===== config.mk =====
export PLATFORM = sky130hd
export DESIGN_NAME = phase_tap_selector
export DESIGN_NICKNAME = d
export VERILOG_FILES = /design/src/rtl/tap_sel_pkg.sv /design/src/rtl/tap_code_decode.sv /design/src/rtl/tap_index_reg.sv /design/src/rtl/tap_onehot.sv /design/src/rtl/phase_tap_selector.sv
export SDC_FILE = /design/constraint.sdc
export NUM_CORES = 1
export LEC_CHECK = 0
export BUFFER_PORTS_ARGS = -buffer_cell sky130_fd_sc_hd__buf_2
export CAP_MARGIN = 20
export CORE_AREA = 2 2 39 41
export CTS_BUF_LIST = sky130_fd_sc_hd__clkbuf_16
export CTS_CLUSTER_DIAMETER = 60
export DETAILED_ROUTE_END_ITERATION = 12
export DIE_AREA = 0 0 41 43
export MAX_ROUTING_LAYER = met4
export PLACE_DENSITY = 0.83
export SYNTH_ARGS = -nofsm -noshare
export SYNTH_HDL_FRONTEND = slang
export SYNTH_HIERARCHICAL = 1
export SYNTH_SLANG_ARGS = --single-unit

===== constraint.sdc =====
create_clock -name clk -period 3.91 [get_ports clk]
set_clock_uncertainty 0.1 [all_clocks]
set_input_delay 0.391 -clock clk [delete_from_list [all_inputs] [get_ports clk]]
set_output_delay 0.391 -clock clk [all_outputs]
set_load 0.02 [all_outputs]

===== src/rtl/tap_sel_pkg.sv =====
package tap_sel_pkg;

  typedef enum logic [1:0] {
    ACT_HOLD    = 2'd0,
    ACT_SETTLE  = 2'd1,
    ACT_ADVANCE = 2'd2,
    ACT_RETREAT = 2'd3
  } tap_act_e;

  // Number of set bits in a vector of up to 32 bits.
  function automatic int unsigned count_ones(input logic [31:0] v);
    int unsigned n;
    n = 0;
    for (int i = 0; i < 32; i++) begin
      n += v[i] ? 1 : 0;
    end
    return n;
  endfunction

  // Addition clamped to an upper limit.
  function automatic int unsigned add_clamped(input int unsigned base,
                                              input int unsigned inc,
                                              input int unsigned limit);
    int unsigned sum;
    sum = base + inc;
    return (sum > limit) ? limit : sum;
  endfunction

  // Subtract one, stopping at zero.
  function automatic int unsigned dec_floor(input int unsigned base);
    return (base == 0) ? 0 : base - 1;
  endfunction

endpackage


===== src/rtl/tap_code_decode.sv =====
module tap_code_decode
  import tap_sel_pkg::*;
#(
  parameter int TAPS = 7,
  localparam int IDX_W = $clog2(TAPS)
) (
  input  logic             enable,
  input  logic             code_valid,
  input  logic [TAPS-1:0]  aging_code,
  output tap_act_e         act,
  output logic [IDX_W-1:0] step
);

  localparam int LAG_BITS = TAPS - 1;

  logic [LAG_BITS-1:0] lag_bits;
  logic                lead_bit;
  logic                reading;

  assign lag_bits = aging_code[LAG_BITS-1:0];
  assign lead_bit = aging_code[TAPS-1];
  assign reading  = enable & code_valid;

  always_comb begin
    step = IDX_W'(count_ones(32'(lag_bits)));
    if (!reading)               act = ACT_HOLD;
    else if (aging_code == '0)  act = ACT_SETTLE;
    else if (lead_bit)          act = ACT_RETREAT;
    else                        act = ACT_ADVANCE;
  end

endmodule


===== src/rtl/tap_index_reg.sv =====
module tap_index_reg
  import tap_sel_pkg::*;
#(
  parameter int TAPS = 7,
  localparam int IDX_W = $clog2(TAPS)
) (
  input  logic             clk,
  input  logic             rst,
  input  tap_act_e         act,
  input  logic [IDX_W-1:0] step,
  output logic [IDX_W-1:0] tap_idx,
  output logic             corrected
);

  localparam int unsigned MAX_IDX = TAPS - 1;

  logic [IDX_W-1:0] idx_fwd;
  logic [IDX_W-1:0] idx_back;

  always_comb begin
    idx_fwd  = IDX_W'(add_clamped(int'(tap_idx), int'(step), MAX_IDX));
    idx_back = IDX_W'(dec_floor(int'(tap_idx)));
  end

  always_ff @(posedge clk) begin
    if (rst) begin
      tap_idx   <= '0;
      corrected <= 1'b0;
    end else begin
      case (act)
        ACT_SETTLE: corrected <= 1'b1;
        ACT_ADVANCE: begin
          tap_idx   <= idx_fwd;
          corrected <= 1'b0;
        end
        ACT_RETREAT: begin
          tap_idx   <= idx_back;
          corrected <= 1'b0;
        end
        default: ;
      endcase
    end
  end

endmodule


===== src/rtl/tap_onehot.sv =====
module tap_onehot #(
  parameter int TAPS = 7,
  localparam int IDX_W = $clog2(TAPS)
) (
  input  logic [IDX_W-1:0] tap_idx,
  output logic [TAPS-1:0]  tap_sel
);

  for (genvar g = 0; g < TAPS; g++) begin : g_line
    assign tap_sel[g] = (tap_idx == IDX_W'(g));
  end

endmodule


===== src/rtl/phase_tap_selector.sv =====
module phase_tap_selector
  import tap_sel_pkg::*;
#(
  parameter int TAPS = 7,
  localparam int IDX_W = $clog2(TAPS)
) (
  input  logic             clk,
  input  logic             rst,
  input  logic             enable,
  input  logic             code_valid,
  input  logic [TAPS-1:0]  aging_code,
  output logic [IDX_W-1:0] tap_idx,
  output logic [TAPS-1:0]  tap_sel,
  output logic             corrected
);

  // Decoded action and step size, named for the checker.
  tap_act_e         act;
  logic [IDX_W-1:0] step;

  tap_code_decode #(.TAPS(TAPS)) u_decode (
    .enable     (enable),
    .code_valid (code_valid),
    .aging_code (aging_code),
    .act        (act),
    .step       (step)
  );

  tap_index_reg #(.TAPS(TAPS)) u_state (
    .clk       (clk),
    .rst       (rst),
    .act       (act),
    .step      (step),
    .tap_idx   (tap_idx),
    .corrected (corrected)
  );

  tap_onehot #(.TAPS(TAPS)) u_onehot (
    .tap_idx (tap_idx),
    .tap_sel (tap_sel)
  );

endmodule


==> impl_metrics.ini, run 1 <==
[setup_path]
path_cells = buf_2, inv_1, fa_1, fa_1, inv_1, ha_1, fa_1, ha_1, a21o_1, a221o_1, a221o_1
worstSetupStartpoint = aging_code[0]
criticalPathCategory = input port to register
cp_max_fo = 2
r2r-end = u_state/tap_idx[2]$_SDFFE_PP0N_
startpoint_type = input port
r2r_cells = 5
timing.rr.start = u_state/tap_idx[0]$_SDFFE_PP0N_
arrival_ns = 3.41
crit_top_cell = fa_1
cp-endpoint = u_state/tap_idx[2]$_SDFFE_PP0N_
ff2ff_setup_slack_ns = 1.91
end_kind = register
cpPeakStageDelay_ns = 0.51
crit_slowest_cell = fa_1
cp_data_required_time_ns = 3.91

[power_and_ir_drop]
p_switching_mw = 0.142
vdd_drop_max_mv = 0.170
pwr-share-comb_pct = 42.8
sequentialPowerShare_pct = 18.0
leakagePower_nw = 0.397
power_density_nw_per_um2 = 526
internal_power_mw = 0.255
clkPwrFrac_pct = 39.1
swShare_pct = 35.8

[routing]
via_count = 543
wire_per_inst_um = 12.4
drt_wl_total_mm = 1.26
dr.pass1.iters = 4
drc = 0
via_per_inst = 5.38
drt_iter0_drc = 10
antenna_left = 0

[clock_network]
clk_latency_ns = 0.22
root_buffer = clkbuf_16
clk_pin_slew_worst_paths_ns = 0.03
cts_tree = done
cts_setup_buffers = 0
cts_buffer_depth = 2
htree_levels = 1
post_cts_resize_count = 0
cts.sinks = 4
cts_hold_buf = 0
cts-buffers-inserted = 3

[timing]
finalSetupViolCount = 0
report.final.slew_viol_count = 0
setup_slack_ns = 0.498
worst_pin_slew_ns = 0.644
fin_crit_ns = 3.41
tns_ns = 0
relSlewSlack_pct = 56.7
period_share_pct = 87.3
max_freq_ghz = 0.293
hold_viol = 0
rsz0062_at_grt = false

[cells_and_area]
drive_gt1_share_pct = 36.5
diodes = 0
final_cell_mix = buf_2, inv_1, ha_1
fillCellCount = 128
fin_nets = 109
areaGrowthSynthToFinish_pct = 34.9
final_common_cell = buf_2

[synth]
postSynthAreaPerCell_um2 = 9.02
synth-seq-area-share_pct = 14.3
synth_cell_types = 28
netlist_instances = 62
synth-seq-cells = 4
synth_nets = 84
yosysWarnings = 6
syn_area_um2 = 559

[global_route]
antenna_found_initial = 0
gr-total-overflow = 0
grt_pass1_wl_mm = 1.95
grt_max_degree = 15
grt_pass1_vias = 480
grt_usage_pct = 16.3

[place]
place_congestion = 0.824
pre_cts_slack_ns = 0.315
io_buffers = 21
dp_hpwl_um = 950

[floorplan]
rows = 14
coreArea_um2 = 1380
initial_utilization_pct = 40.4
die-area_um2 = 1760
die_h_um = 43
num_io_pins = 22
fp.dieW_um = 41

[job]
drv_cap = 0

[hold_path]
hold_class = input port to register

[run_status]
status = completed
-- synthesized netlist by cell type, drive strengths merged --
| cell | number | share of area, % |
|---|---|---|
| inv | 14 | 9.4 |
| ha | 7 | 16 |
| dfxtp | 4 | 14 |
| fa | 4 | 14 |
| and3b | 3 | 5.4 |
| nor3b | 3 | 4.0 |
| a211oi | 2 | 2.7 |
| a221o | 2 | 3.6 |
| a221oi | 2 | 3.1 |
| nand2b | 2 | 2.2 |
| o31ai | 2 | 2.7 |
| a2111oi | 1 | 1.6 |
| a21o | 1 | 1.3 |
| a21oi | 1 | 0.89 |
| and4bb | 1 | 2.2 |
| buf | 1 | 0.89 |
| nand2 | 1 | 0.67 |
| nand3 | 1 | 0.89 |
| nor2 | 1 | 0.67 |
| nor3 | 1 | 0.89 |
| o211ai | 1 | 1.3 |
| o21a | 1 | 1.3 |
| o21ba | 1 | 1.8 |
| o2bb2ai | 1 | 1.6 |
| o311a | 1 | 1.8 |
| or2 | 1 | 1.1 |
| or3 | 1 | 2.0 |
| xnor2 | 1 | 1.6 |
-- layout make-up --
cell class | instances | area [um2] | area share, %
Tap cell | 16 | 20.0 | 2.65
Inverter | 14 | 52.6 | 6.97
Sequential cell | 4 | 80.1 | 10.6
Multi-Input combinational cell | 43 | 422 | 55.9
Timing Repair Buffer | 21 | 105 | 13.9
Clock buffer | 3 | 75.1 | 9.95
-- power by group through the flow --
stage,clock [mW],sequential [mW],combinational (mW)
global placement,0,0.0707,0.159
CTS,0.157,0.0717,0.168
detailed placement,0,0.0715,0.167
global route,0.159,0.0746,0.186
floorplan,0,0.0748,0.113
finish,0.155,0.0717,0.170
-- cells by family (layout without fill, tap and decap cells) --
| group | after synthesis | count (layout) | share of synthesized area (%) |
|---|---|---|---|
| DFF | 4 | 4 | 14.3 |
| xor gates and xnor gates | 1 | 1 | 1.57 |
| and+or+nand+nor | 15 | 15 | 20.1 |
| AOI/OAI and AO/OA | 16 | 16 | 23.7 |
| adders and majority gates | 11 | 11 | 30.0 |
| buffers and inverters | 15 | 38 | 10.3 |
-- worst min path at each step --
stage	from	end	slack, ns	cells after the start
detailed placement	u_state/corrected$_SDFFE_PP0P_	u_state/corrected$_SDFFE_PP0P_	0.36	1
global route	rst	u_state/tap_idx[1]$_SDFFE_PP0N_	0.32	2
CTS	rst	u_state/tap_idx[1]$_SDFFE_PP0N_	0.30	2
global placement	u_state/corrected$_SDFFE_PP0P_	u_state/corrected$_SDFFE_PP0P_	0.35	1
floorplan	rst	u_state/tap_idx[1]$_SDFFE_PP0N_	0.36	1
finish	rst	u_state/tap_idx[1]$_SDFFE_PP0N_	0.30	2
-- layer usage --
metal | vias up | routed length, um | part of all wire [%] | GRT usage, %
met1 | 258 | 539 | 43 | 18.9
met3 | 0 | 43 | 3.4 | 2.62
met5 | - | 0 | 0 | -
li1 | 268 | - | - | -
met4 | 0 | 0 | 0 | 6.67
met2 | 17 | 675 | 54 | 26.6
-- metrics by stage --
step	power, mW	utilization, %	std cells	hold slack (ns)	instance area, um2
global route	0.420	54.5	101	0.315	754
floorplan	0.187	-	62	0.364	559
global placement	0.229	49.1	98	0.346	679
finish	0.397	54.5	101	0.301	754
CTS	0.397	54.5	101	0.295	754
detailed placement	0.238	49.1	98	0.361	679
-- critical path, delay by kind of cell --
family,cells,cell delay (ns)
adder cells (fa/ha/maj),5,2.01
buffers and inverters,3,0.18
AO/OA/AOI/OAI,3,0.83
-- registers in the layout, indices dropped and copies added (netlist names) --
register and cells:
u_state/corrected 1, u_state/tap_idx 3
Power figures use the tool's default switching activity.
==> run 2: changes to the inputs <==
--- a/config.mk
+++ b/config.mk
@@ -16,2 +16,3 @@
 export PLACE_DENSITY = 0.83
+export SLEW_MARGIN = 20
 export SYNTH_ARGS = -nofsm -noshare
==> constraint.sdc (replaced) <==
create_clock -name clk -period 3.91 [get_ports clk]
set_clock_uncertainty 0.1 [all_clocks]
set_input_delay 0.782 -clock clk [delete_from_list [all_inputs] [get_ports clk]]
set_output_delay 0.782 -clock clk [all_outputs]
set_load 0.02 [all_outputs]
==> run 2 against run 1 <==
  * Total power shrank 0.13%
  * Sequential cell count unchanged
  * Worst hold slack improved by 0.058 ns
  * Non-clock buffer count did not move
  * Critical endpoint unchanged
  * Clock power hardly changed
  * Combinational power about the same
  * Cell count did not move
  * Die area unchanged
  * Sequential share of layout area did not move
  * Fmax is 8.5% lower
==> impl_metrics.ini, run 2 (synthesis gave the netlist of run 1 again) <==
[setup_path]
path_cells = buf_2, inv_1, fa_1, fa_1, inv_1, ha_1, fa_1, ha_1, a21o_1, a221o_1, a221o_1
crit_top_cell = fa_1
end_kind = register
crit_buf_inv = 3
cpPeakStageDelay_ns = 0.50
cp_max_fo = 2
criticalPathCategory = input port to register
crit_slowest_cell = fa_1
cp_data_required_time_ns = 3.91
timing.rr.start = u_state/tap_idx[0]$_SDFFE_PP0N_
worstSetupStartpoint = aging_code[0]
critPathTopFamily = adder cells
arrival_ns = 3.73
startpoint_type = input port

[timing]
max_freq_ghz = 0.268
worst_pin_slew_ns = 0.703
relSlewSlack_pct = 52.7
period_share_pct = 95.3
fin_crit_ns = 3.73
hold_viol = 0
rsz0062_at_grt = false
finalSetupViolCount = 0
report.final.slew_viol_count = 0

[clock_network]
root_buffer = clkbuf_16
post_cts_resize_count = 0
cts_buffer_depth = 2
clk_pin_slew_worst_paths_ns = 0.03
clk_latency_ns = 0.22
cts_setup_buffers = 0
cts_hold_buf = 0
cts.sinks = 4
cts_tree = done
htree_levels = 1
cts-buffers-inserted = 3

[global_route]
grt_pass1_wl_mm = 1.92
grt_pass1_vias = 475
grt_max_degree = 15
gr-total-overflow = 0
antenna_found_initial = 0
grt_usage_pct = 15.6

[cells_and_area]
final_common_cell = buf_2
reg_top3 = u_state/tap_idx: 3 flops, u_state/corrected: 1 flops
largest_reg_flops = 3
final_cell_mix = buf_2, inv_1, ha_1
finalNonFillerCells = 101
areaGrowthSynthToFinish_pct = 34.9
post-route-cell-area_um2 = 754
fin_nets = 109
diodes = 0
largest-register = u_state/tap_idx
drive_gt1_share_pct = 36.5

[hold_path]
hold_start = u_state/corrected$_SDFFE_PP0P_
hold_class = register to register

[job]
drv_cap = 0

[power_and_ir_drop]
sequentialPowerShare_pct = 18.2
vdd_drop_max_mv = 0.160
power_density_nw_per_um2 = 526
leakagePower_nw = 0.397
swShare_pct = 35.9
pwr-share-comb_pct = 42.4
clkPwrFrac_pct = 39.4
internal_power_mw = 0.254
p_switching_mw = 0.142

[routing]
drc = 0
via_count = 515
wire_per_inst_um = 11.9
drt_iter0_drc = 12
drt_wl_total_mm = 1.20
via_per_inst = 5.10
antenna_left = 0
dr.pass1.iters = 4

[place]
numPlacedInstances = 98
place_area_um2 = 679
io_buffers = 21
dp_hpwl_um = 890
place_congestion = 0.814

[floorplan]
initial_utilization_pct = 40.4
die_h_um = 43
coreArea_um2 = 1380
num_io_pins = 22
die-area_um2 = 1760
fp.dieW_um = 41
rows = 14

[run_status]
status = completed
==> run 2: cell type report <==
cell class | instances | area, um2
Timing Repair Buffer | 21 | 105
Tap cell | 16 | 20.0
Inverter | 14 | 52.6
Clock buffer | 3 | 75.1
Sequential cell | 4 | 80.1
Fill cell | 129 | 629
Multi-Input combinational cell | 43 | 422
==> run 2: power by group through the flow <==
| stage | sequential, mW | combinational, mW | clock (mW) |
|---|---|---|---|
| 6_report | 0.0721 | 0.168 | 0.156 |
| 5_1_grt | 0.0751 | 0.189 | 0.160 |
| 4_1_cts | 0.0719 | 0.169 | 0.157 |
| 3_5_place_dp | 0.0715 | 0.164 | 0 |
| 3_3_place_gp | 0.0712 | 0.161 | 0 |
| 2_1_floorplan | 0.0748 | 0.113 | 0 |
==> run 2: worst register-to-register path: cells and delay by family, from the launching register on <==
kind / cells / cell delay, ns
AO/OA/AOI/OAI: 2 / 0.56
flip-flops: 1 / 0.42
adder cells (fa/ha/maj): 2 / 0.70
XOR/XNOR: 1 / 0.16
==> run 2: worst paths after layout <==
| check | to | slack [ns] | cells past startpoint |
|---|---|---|---|
| setup reg to reg | u_state/tap_idx[2]$_SDFFE_PP0N_ | 1.92 | 5 |
| hold / removal | u_state/corrected$_SDFFE_PP0P_ | 0.36 | 1 |
| setup / recovery | u_state/tap_idx[2]$_SDFFE_PP0N_ | 0.18 | 11 |
| hold reg to reg | u_state/corrected$_SDFFE_PP0P_ | 0.36 | 1 |
==> run 2: stage by stage <==
step | worst slack (ns) | setup TNS, ns | util, % | hold slack (ns) | power [mW]
after floorplan | 0.164 | 0 | - | 0.493 | 0.187
after CTS | 0.178 | 0 | 54.5 | 0.362 | 0.398
after global placement | 0.0548 | 0 | 49.1 | 0.348 | 0.232
final | 0.182 | 0 | 54.5 | 0.358 | 0.397
after detailed placement | -0.0383 | -0.0383 | 49.1 | 0.355 | 0.235
after global routing | 0.0555 | 0 | 54.5 | 0.404 | 0.423
==> run 2: layer usage <==
layer / global-route usage, % / share of wire, %
met1: 21.2 / 49
met2: 23.1 / 48
met3: 0 / 1.5
met4: 8.00 / 1.0
met5: - / 0
==> run 3: changes to the inputs <==
- SETUP_SLACK_MARGIN: default -> 0.05
- SLEW_MARGIN: 20 -> default
- clock period: 3.91 -> 3.7 ns (I/O delays scaled with it)
==> run 3 against run 2 <==
  * Combinational power grew 14%
  * Via count is 9.9% higher
  * Sequential share of layout area decreased by 0.61 points
  * Wire length rose by 10%
  * Global-route usage rose by 1.7 points
  * Count of clock-buffer cells in the layout is the same
  * First-iteration DRC count down 33%
  * Die area unchanged
  * Total power grew 8.6%
  * Non-clock buffer count up 3
  * Critical path depth unchanged
  * Setup slack worse by 0.12 ns
  * Largest cell class unchanged
  * Highest routed layer unchanged
==> impl_metrics.ini, run 3 (synthesis gave the netlist of run 1 again) <==
[cells_and_area]
finalNonFillerCells = 104
areaGrowthSynthToFinish_pct = 43.2
drive_gt1_share_pct = 43.2
diodes = 0
fin_nets = 112
multi_input_area_um2 = 430
largest-register = u_state/tap_idx
fin_util_pct = 57.9
final_cell_mix = buf_2, inv_1, ha_1
regArea_um2 = 80.1
final_common_cell = buf_2
reg_top3 = u_state/tap_idx: 3 flops, u_state/corrected: 1 flops
largest_reg_flops = 3
fillCellCount = 124

[global_route]
grt_pass1_vias = 549
grt_pass1_wl_mm = 2.15
grt_usage_pct = 17.4
antenna_found_initial = 0
grt_max_degree = 15
gr-total-overflow = 0

[hold_path]
hold_start = u_state/corrected$_SDFFE_PP0P_
hold_class = register to register

[setup_path]
cp_data_required_time_ns = 3.70
r2r-end = u_state/tap_idx[2]$_SDFFE_PP0N_
cp_max_fo = 2
startpoint_type = input port
cp-endpoint = u_state/tap_idx[2]$_SDFFE_PP0N_
arrival_ns = 3.64
worstSetupStartpoint = aging_code[0]
timing.rr.start = u_state/tap_idx[0]$_SDFFE_PP0N_
r2r_cells = 5
ff2ff_setup_slack_ns = 1.74
criticalPathCategory = input port to register
end_kind = register

[floorplan]
num_io_pins = 22
fp.dieW_um = 41
initial_utilization_pct = 40.4
rows = 14
coreArea_um2 = 1380
die-area_um2 = 1760
die_h_um = 43

[routing]
dr.pass1.iters = 4
drc = 0
antenna_left = 0
via_count = 566
drt_iter0_drc = 8
drt_wl_total_mm = 1.32
wire_per_inst_um = 12.7
via_per_inst = 5.44

[clock_network]
cts_hold_buf = 0
htree_levels = 1
cts_buffer_depth = 2
cts_tree = done
clk_latency_ns = 0.22
root_buffer = clkbuf_16
cts-buffers-inserted = 3
cts.sinks = 4
clk_pin_slew_worst_paths_ns = 0.03

[timing]
finalSetupViolCount = 0
hold_viol = 0
max_freq_ghz = 0.275
period_share_pct = 98.2
relSlewSlack_pct = 54.7
tns_ns = 0
fin_crit_ns = 3.63
report.final.slew_viol_count = 0
rsz0062_at_grt = true
setup_slack_ns = 0.0655
worst_pin_slew_ns = 0.674

[power_and_ir_drop]
power_mw = 0.431
leakagePower_nw = 0.414
power_density_nw_per_um2 = 538
vdd_drop_max_mv = 0.174

[place]
io_buffers = 21
place_congestion = 0.806
numPlacedInstances = 101
pre_cts_slack_ns = -0.209
dp_hpwl_mm = 1.03

[job]
drv_cap = 0

[run_status]
status = completed
-- run 3: cell types whose count changed in the layout (fill, tap and decap cells not counted), sizes merged --
cell	previous run	this run
buf	21	24
-- run 3: power breakdown --
group	total, mW	switching, mW	internal [mW]
registers	0.0751	0.0237	0.0514
logic	0.191	0.103	0.0874
clock network	0.165	0.0272	0.138
-- run 3: per-layer routing --
layer | part of all wire (%) | track usage, % | vias to the layer above
met3 | 1.6 | 1.05 | 4
li1 | - | - | 276
met4 | 1.9 | 9.33 | 0
met2 | 56 | 27.8 | 11
met1 | 40 | 20.5 | 275
met5 | 0 | - | -
-- run 3: through the flow --
| stage | hold WS (ns) | cell area, um2 |
|---|---|---|
| 4_1_cts | 0.368 | 777 |
| 5_1_grt | 0.382 | 801 |
| 3_3_place_gp | 0.348 | 702 |
| 6_report | 0.362 | 801 |
| 2_1_floorplan | 0.493 | 559 |
| 3_5_place_dp | 0.355 | 702 |
-- run 3: repair_timing --
| item | 4_1_cts | 5_1_grt |
|---|---|---|
| endpoints found under the setup margin | 1 | 2 |
| setup buffers | 0 | 0 |
| gates resized for setup | 0 | 7 |
| pin swaps | 0 | 0 |
-- run 3: cell type report --
type                    instances  area share, %
multi-input cells              43           53.8
well taps                      16           2.50
inverters                      14           6.87
flip-flops and latches          4           10.0
clock buffers                   3           9.38
repair buffers                 24           17.5
-- run 3: how the worst min path moves through the flow --
stage                                      to  cells past startpoint
2_1_floorplan  u_state/corrected$_SDFFE_PP0P_                      1
3_3_place_gp   u_state/corrected$_SDFFE_PP0P_                      1
3_5_place_dp   u_state/corrected$_SDFFE_PP0P_                      1
4_1_cts        u_state/corrected$_SDFFE_PP0P_                      1
5_1_grt        u_state/corrected$_SDFFE_PP0P_                      1
6_report       u_state/corrected$_SDFFE_PP0P_                      1
-- run 3: worst max-delay path: stages --
cell and delay [ns]:
buf_6 0.08, inv_4 0.03, fa_1 0.49, fa_1 0.50, inv_1 0.05, ha_2 0.17
fa_1 0.49, ha_1 0.29, a21o_1 0.17, a221o_1 0.32, a221o_1 0.32
